`config.mk`:
```
export PLATFORM = sky130hd
export DESIGN_NAME = msi_cap_regs
export DESIGN_NICKNAME = d
export VERILOG_FILES = /design/src/rtl/msi_cap_pkg.sv /design/src/rtl/msi_cap_decode.sv /design/src/rtl/msi_cap_ctrl.sv /design/src/rtl/msi_cap_vecbits.sv /design/src/rtl/msi_cap_regs.sv
export SDC_FILE = /design/constraint.sdc
export NUM_CORES = 1
export LEC_CHECK = 0
export BUFFER_PORTS_ARGS = -buffer_cell sky130_fd_sc_hd__buf_2
export CAP_MARGIN = 20
export CORE_ASPECT_RATIO = 0.6
export CORE_MARGIN = 8
export CORE_UTILIZATION = 44
export DETAILED_ROUTE_END_ITERATION = 8
export PLACE_DENSITY = 0.76
export SLEW_MARGIN = 10
export SYNTH_ARGS = -nofsm -noshare
export SYNTH_HDL_FRONTEND = slang
export SYNTH_SLANG_ARGS = --single-unit
```
`constraint.sdc`:
```
create_clock -name clk -period 2.5 [get_ports clk]
set_input_delay 0.375 -clock clk [delete_from_list [all_inputs] [get_ports clk]]
set_output_delay 0.375 -clock clk [all_outputs]
set_load 0.01 [all_outputs]
```
`src/rtl/msi_cap_pkg.sv`:
```
package msi_cap_pkg;

   localparam logic [7:0] CAP_ID = 8'h05;

   typedef enum logic [2:0] {
      FS_NONE,
      FS_HDR,
      FS_ALO,
      FS_AHI,
      FS_DATA,
      FS_MASK,
      FS_PEND
   } fsel_e;

   // window length in bytes for the chosen options
   function automatic int unsigned cap_bytes(input bit a64, input bit msk);
      if (a64) return msk ? 32'h18 : 32'h0E;
      return msk ? 32'h14 : 32'h0A;
   endfunction

   // field living in dword dw of the window
   function automatic fsel_e dw_field(input bit a64, input bit msk, input int unsigned dw);
      case (dw)
         0: return FS_HDR;
         1: return FS_ALO;
         2: return a64 ? FS_AHI : FS_DATA;
         3: return a64 ? FS_DATA : (msk ? FS_MASK : FS_NONE);
         4: return msk ? (a64 ? FS_MASK : FS_PEND) : FS_NONE;
         5: return (a64 && msk) ? FS_PEND : FS_NONE;
         default: return FS_NONE;
      endcase
   endfunction

   // replace the byte lanes selected by be
   function automatic logic [31:0] lane_merge(input logic [31:0] old,
                                             input logic [31:0] wd,
                                             input logic [3:0]  be);
      logic [31:0] r;
      r = old;
      for (int b = 0; b < 4; b++)
         if (be[b]) r[8*b +: 8] = wd[8*b +: 8];
      return r;
   endfunction

endpackage

```
`src/rtl/msi_cap_decode.sv`:
```
module msi_cap_decode
   import msi_cap_pkg::*;
#(
   parameter int unsigned CFG_AW   = 12,
   parameter int unsigned CAP_BASE = 'h50,
   parameter bit          ADDR64   = 1'b1,
   parameter bit          MASK_EN  = 1'b1
) (
   input  logic [CFG_AW-1:0] addr,
   output logic              in_win,
   output fsel_e             sel
);
   localparam logic [CFG_AW-1:0] BASE_L = CFG_AW'(CAP_BASE);
   localparam logic [CFG_AW-1:0] SIZE_L = CFG_AW'(cap_bytes(ADDR64, MASK_EN));

   logic [CFG_AW-1:0] rel;

   always_comb begin
      rel    = addr - BASE_L;
      in_win = (addr >= BASE_L) && (rel < SIZE_L);
      sel    = in_win ? dw_field(ADDR64, MASK_EN, 32'(rel[CFG_AW-1:2])) : FS_NONE;
   end
endmodule

```
`src/rtl/msi_cap_ctrl.sv`:
```
module msi_cap_ctrl #(
   parameter int unsigned NUM_VEC = 8
) (
   input  logic       clk,
   input  logic       rst_n,
   input  logic       wr_any,
   input  logic       wr_ctl,
   input  logic [7:0] ctl_byte,
   output logic       en,
   output logic [2:0] mme,
   output logic [2:0] mme_nxt,
   output logic       drop
);
   localparam logic [2:0] MMC_L = 3'($clog2(NUM_VEC));

   logic       en_q, en_w;
   logic [2:0] mme_q, mme_w;

   always_comb begin
      en_w  = en_q;
      mme_w = mme_q;
      if (wr_ctl) begin
         en_w  = ctl_byte[0];
         mme_w = ctl_byte[6:4];
      end
      if (wr_any && en_w && (mme_w > MMC_L))
         mme_w = MMC_L;
   end

   always_ff @(posedge clk or negedge rst_n) begin
      if (!rst_n) begin
         en_q  <= 1'b0;
         mme_q <= 3'd0;
      end else begin
         en_q  <= en_w;
         mme_q <= mme_w;
      end
   end

   assign en      = en_q;
   assign mme     = mme_q;
   assign mme_nxt = mme_w;
   assign drop    = wr_any && en_w;
endmodule

```
`src/rtl/msi_cap_vecbits.sv`:
```
module msi_cap_vecbits
   import msi_cap_pkg::*;
#(
   parameter int unsigned NUM_VEC = 8,
   parameter bit          MASK_EN = 1'b1
) (
   input  logic               clk,
   input  logic               rst_n,
   input  logic               wr_mask,
   input  logic [31:0]        wdata,
   input  logic [3:0]         be,
   input  logic [NUM_VEC-1:0] set_s,
   input  logic [NUM_VEC-1:0] clr_s,
   input  logic               drop,
   input  logic [2:0]         mme_nxt,
   output logic [NUM_VEC-1:0] mask,
   output logic [NUM_VEC-1:0] pend
);
   generate
      if (MASK_EN) begin : g_vec
         logic [NUM_VEC-1:0] mask_q, pend_q, pend_d, keep;
         logic [31:0]        mask_m;

         for (genvar i = 0; i < NUM_VEC; i++) begin : g_keep
            assign keep[i] = ((i >> mme_nxt) == 0);
         end

         always_comb begin
            mask_m = lane_merge(32'(mask_q), wdata, be);
            pend_d = (pend_q & ~clr_s) | set_s;
            if (drop) pend_d = pend_d & keep;
         end

         always_ff @(posedge clk or negedge rst_n) begin
            if (!rst_n) begin
               mask_q <= '0;
               pend_q <= '0;
            end else begin
               if (wr_mask) mask_q <= mask_m[NUM_VEC-1:0];
               pend_q <= pend_d;
            end
         end

         assign mask = mask_q;
         assign pend = pend_q;
      end else begin : g_novec
         logic unused_vec;
         assign unused_vec = ^{clk, rst_n, wr_mask, wdata, be, set_s, clr_s, drop, mme_nxt};
         assign mask = '0;
         assign pend = '0;
      end
   endgenerate
endmodule

```
`src/rtl/msi_cap_regs.sv`:
```
module msi_cap_regs
   import msi_cap_pkg::*;
#(
   parameter int unsigned CFG_AW   = 12,
   parameter int unsigned CAP_BASE = 'h50,
   parameter logic [7:0]  NEXT_PTR = 8'h00,
   parameter bit          ADDR64   = 1'b1,
   parameter bit          MASK_EN  = 1'b1,
   parameter int unsigned NUM_VEC  = 8
) (
   input  logic               clk,
   input  logic               rst_n,
   input  logic [CFG_AW-1:0]  cfg_addr,
   input  logic               cfg_wr,
   input  logic [31:0]        cfg_wdata,
   input  logic [3:0]         cfg_be,
   output logic [31:0]        cfg_rdata,
   input  logic [NUM_VEC-1:0] pend_set,
   input  logic [NUM_VEC-1:0] pend_clr,
   output logic               msi_en,
   output logic [2:0]         vec_log2,
   output logic [63:0]        msg_addr,
   output logic [15:0]        msg_data,
   output logic [NUM_VEC-1:0] vec_mask,
   output logic [NUM_VEC-1:0] vec_pend
);
   localparam logic [2:0] MMC_L = 3'($clog2(NUM_VEC));

   logic        in_win, wr_any, drop, en;
   fsel_e       sel;
   logic [2:0]  mme, mme_nxt;
   logic [29:0] alo_q;
   logic [31:0] ahi;
   logic [15:0] data_q;
   logic [31:0] alo_m, data_m;
   logic [15:0] ctl16;

   msi_cap_decode #(
      .CFG_AW(CFG_AW), .CAP_BASE(CAP_BASE), .ADDR64(ADDR64), .MASK_EN(MASK_EN)
   ) u_dec (
      .addr(cfg_addr), .in_win(in_win), .sel(sel)
   );

   assign wr_any = cfg_wr && in_win;

   msi_cap_ctrl #(.NUM_VEC(NUM_VEC)) u_ctl (
      .clk(clk), .rst_n(rst_n), .wr_any(wr_any),
      .wr_ctl(wr_any && (sel == FS_HDR) && cfg_be[2]),
      .ctl_byte(cfg_wdata[23:16]),
      .en(en), .mme(mme), .mme_nxt(mme_nxt), .drop(drop)
   );

   msi_cap_vecbits #(.NUM_VEC(NUM_VEC), .MASK_EN(MASK_EN)) u_vec (
      .clk(clk), .rst_n(rst_n),
      .wr_mask(wr_any && (sel == FS_MASK)),
      .wdata(cfg_wdata), .be(cfg_be),
      .set_s(pend_set), .clr_s(pend_clr),
      .drop(drop), .mme_nxt(mme_nxt),
      .mask(vec_mask), .pend(vec_pend)
   );

   // low address and data registers
   always_comb begin
      alo_m  = lane_merge({alo_q, 2'b00}, cfg_wdata, cfg_be);
      data_m = lane_merge({16'h0000, data_q}, cfg_wdata, cfg_be);
   end

   always_ff @(posedge clk or negedge rst_n) begin
      if (!rst_n) begin
         alo_q  <= '0;
         data_q <= '0;
      end else begin
         if (wr_any && (sel == FS_ALO))  alo_q  <= alo_m[31:2];
         if (wr_any && (sel == FS_DATA)) data_q <= data_m[15:0];
      end
   end

   // high address only for the 64-bit layout
   generate
      if (ADDR64) begin : g_ahi
         logic [31:0] ahi_q;
         logic [31:0] ahi_m;
         assign ahi_m = lane_merge(ahi_q, cfg_wdata, cfg_be);
         always_ff @(posedge clk or negedge rst_n) begin
            if (!rst_n)                           ahi_q <= '0;
            else if (wr_any && (sel == FS_AHI))   ahi_q <= ahi_m;
         end
         assign ahi = ahi_q;
      end else begin : g_noahi
         assign ahi = '0;
      end
   endgenerate

   assign ctl16 = {7'b0, MASK_EN, ADDR64, mme, MMC_L, en};

   always_comb begin
      case (sel)
         FS_HDR:  cfg_rdata = {ctl16, NEXT_PTR, CAP_ID};
         FS_ALO:  cfg_rdata = {alo_q, 2'b00};
         FS_AHI:  cfg_rdata = ahi;
         FS_DATA: cfg_rdata = {16'h0000, data_q};
         FS_MASK: cfg_rdata = 32'(vec_mask);
         FS_PEND: cfg_rdata = 32'(vec_pend);
         default: cfg_rdata = '0;
      endcase
   end

   assign msi_en   = en;
   assign vec_log2 = mme;
   assign msg_addr = {ahi, alo_q, 2'b00};
   assign msg_data = data_q;
endmodule

```
==> summary.txt <==
Busiest grt layer -> met2
Longest Clk Path Bufs -> 2
Number of diodes -> 0
Mapped Avg Cell Area -> 12.5 um^2
Mapped Area -> 5070 um^2
Die width -> 155 um
CP bufs+invs -> 4
Unique cell type count in the Yosys netlist -> 56
Switching power -> 833 uW
Hold Path Class -> in2async
Final ANT Viol Nets -> 0
Ys async rst share -> 100%
Final worst-path cycle share -> 105%
Worst stage delay on the critical path -> 410 ps
CP cell instances -> buf_12, inv_12, ha_4, nand2b_4, o21ba_4, o32a_4, nor3_4, buf_6, a221o_1, buf_6
Pleak -> 4.04 nW
Clock latency on the worst-skew pair -> 340 ps
CTS buffer count -> 9
Layout cells sized above 1 -> 62.1%
Crit-path most repeated cell -> buf_6
Fmax -> 0.380 GHz
Total grt overflow -> 0
Detailed router's first-iteration violation count -> 324
Initial antenna violation count -> 1
Minimum clock period -> 2630 ps
Critical path's slowest cell -> o32a_4
Slew Viols, Final -> 0
CTS root buf -> clkbuf_16
Hold Fails Final Rpt -> 0
Starting Density -> 45.0%
Commonest non-fill, non-tap cells in the layout -> buf_2, dfrtp_1, buf_4
Reg clk slew, reported paths -> 70 ps
Worst-Margin Slew -> 762 ps
Placed cell areas -> 6720 um^2
Design area -> 7470 um^2
Sw Ratio -> 24.5%
Gp weighted congestion -> 0.916
Vias per std cell -> 5.88
Die H -> 99.1 um
Violated checks -> setup timing
VDD IR-drop max -> 369 uV
Commonest non-fill, non-tap cell in the layout -> buf_2
CP endpoint kind -> output pin
Mapped Cells -> 407
Finish-stage setup viols -> 33
# hold bufs at CTS -> 0
Drt wl/cell -> 23.0 um
Comb pwr share -> 10.9%
I/O Buffers -> 194
Worst Path Max Fanout -> 8
First-pass GRT wire length -> 28,200 um
Outcome -> finished, violations left
Yosys Warn Count -> 0
RSZ-0062 raised after global routing -> true
GRT met3 Usage -> 6.71%
Crit Path Category -> in2out
Critical path arrival -> 2260 ps
Clk pwr share -> 41.8%
Clock Sinks -> 98
PwrDens -> 455 nW/um^2
Ys flop type -> dfrtp_1
Max-slew headroom -> 49.2%
CTS tree -> done
# nets final -> 734
Vias -> 4,760
Dpl hpwl -> 13,000 um
I/O pins -> 199
Core footprint -> 11,300 um^2
Pwr Total -> 3.40 mW
Met1 Track Usage GR -> 30.4%
Number of synthesized flops with an enable pin -> 0
Grt met2 use -> 37.1%
Largest net degree at the start of global routing -> 59
Area growth, synth to finish -> 47.4%
H-tree levels -> 3
Gr usage total -> 23.1%
Max-cap violations -> 0
Post-detailed-route DRC marker count -> 0
Vias in the first global route -> 5,051
Worst setup margin -> -131 ps
Die area -> 15,300 um^2
Hold Slack -> 101 ps
Row cnt -> 30
Setup Skew -> 9.16 ps
Sequential share of the synthesized area -> 48.4%
Req. time, crit path -> 2120 ps
CP Launch Type -> input pin
Final WL -> 18,600 um
Sequential power share -> 47.3%
DRT Pass-1 Iters -> 5
Internal power -> 2.57 mW
Flops & latches, synth -> 98
CP top delay family -> compound AO/OA/AOI/OAI gates
## final timing paths
| path | end | from | slack, ps | depth (start not counted) |
|---|---|---|---|---|
| worst max-delay path | cfg_rdata[15] | cfg_addr[5] | -130 | 10 |
| worst min-delay path | alo_q[28] | rst_n | 100 | 1 |
| worst min register to register | msg_data[9] | msg_data[9] | 510 | 1 |
| min in group clk | u_vec.pend[0] | pend_set[0] | 210 | 2 |
| worst max register to register | u_vec.pend[4] | u_ctl.en | 400 | 9 |
| max in group asynchronous | u_ctl.mme[1] | rst_n | 1690 | 2 |
## timing repair
item	4_1_cts	5_1_grt
gates cloned	4	1
endpoints found under the setup margin	35	35
pin swaps	24	20
gates resized for setup	42	22
setup buffers	15	7
## kinds of logic after synthesis
| kind of cell | synth area share [%] |
|---|---|
| other | 0.0740 |
| flip-flops | 48.4 |
| adder cells (fa/ha/maj) | 1.48 |
| multiplexers | 21.0 |
| AO/OA/AOI/OAI | 13.8 |
| AND/OR/NAND/NOR | 11.4 |
| buffers and inverters | 3.88 |
## worst register-to-register path: cells and delay by family, from the launching register on
| kind | cells | cell delay [ps] |
|---|---|---|
| AOI/OAI and AO/OA | 4 | 600 |
| DFF | 1 | 400 |
| and+or+nand+nor | 2 | 320 |
| muxes | 1 | 290 |
| adders and majority gates | 1 | 200 |
| buffers and inverters | 1 | 190 |
## layer usage
layer | part of all wire (%) | up-vias | routed length, um
li1 | - | 2091 | -
met1 | 43 | 2385 | 8020
met2 | 47 | 253 | 8710
met3 | 8.3 | 29 | 1540
met4 | 1.6 | 2 | 289
met5 | 0.059 | - | 11
## registers in the layout, summed over array words and instances, names as in the netlist
register	count
ahi	32
alo_q	30
msg_data	16
u_vec.mask	8
u_vec.pend	8
u_ctl.mme	3
u_ctl.en	1
## synth_stat cells, types with 11 or more instances
cell type / instances / share of area, %
nand3_1: 12 / 1.2
dfrtp_1: 98 / 48
mux2_2: 60 / 13
a21oi_1: 14 / 1.4
clkbuf_1: 13 / 0.96
a221o_1: 17 / 3.4
and4_1: 12 / 2.1
inv_1: 11 / 0.81
mux2_4: 16 / 4.7
mux2_1: 13 / 2.9
## area by class of cell
| class | count | area [um^2] |
|---|---|---|
| Clock buffer | 10 | 239 |
| Clock inverter | 5 | 62.6 |
| Fill cell | 855 | 3790 |
| Inverter | 11 | 61.3 |
| Multi-Input combinational cell | 271 | 2740 |
| Sequential cell | 98 | 2450 |
| Tap cell | 144 | 180 |
| Timing Repair Buffer | 270 | 1730 |
## per-stage QoR
| stage | util (%) | worst slack [ps] | cells | TNS, ps |
|---|---|---|---|---|
| floorplan | - | 7.05 | 408 | 0 |
| global placement | 59.6 | -388 | 774 | -25430 |
| detailed placement | 59.6 | -478 | 774 | -30490 |
| CTS | 65.5 | -62.1 | 807 | -949 |
| global route | 66.3 | -190 | 809 | -4480 |
| finish | 66.3 | -131 | 809 | -2500 |
## power groups by stage
stage          Sequential, mW  Combinational, mW  Clock, mW
6_report                 1.61              0.370       1.42
5_1_grt                  1.61              0.396       1.51
4_1_cts                  1.61              0.342       1.45
3_5_place_dp             1.64              0.307          0
3_3_place_gp             1.64              0.294          0
2_1_floorplan            1.64              0.110          0
No activity file was read; power rests on OpenSTA's default activity.
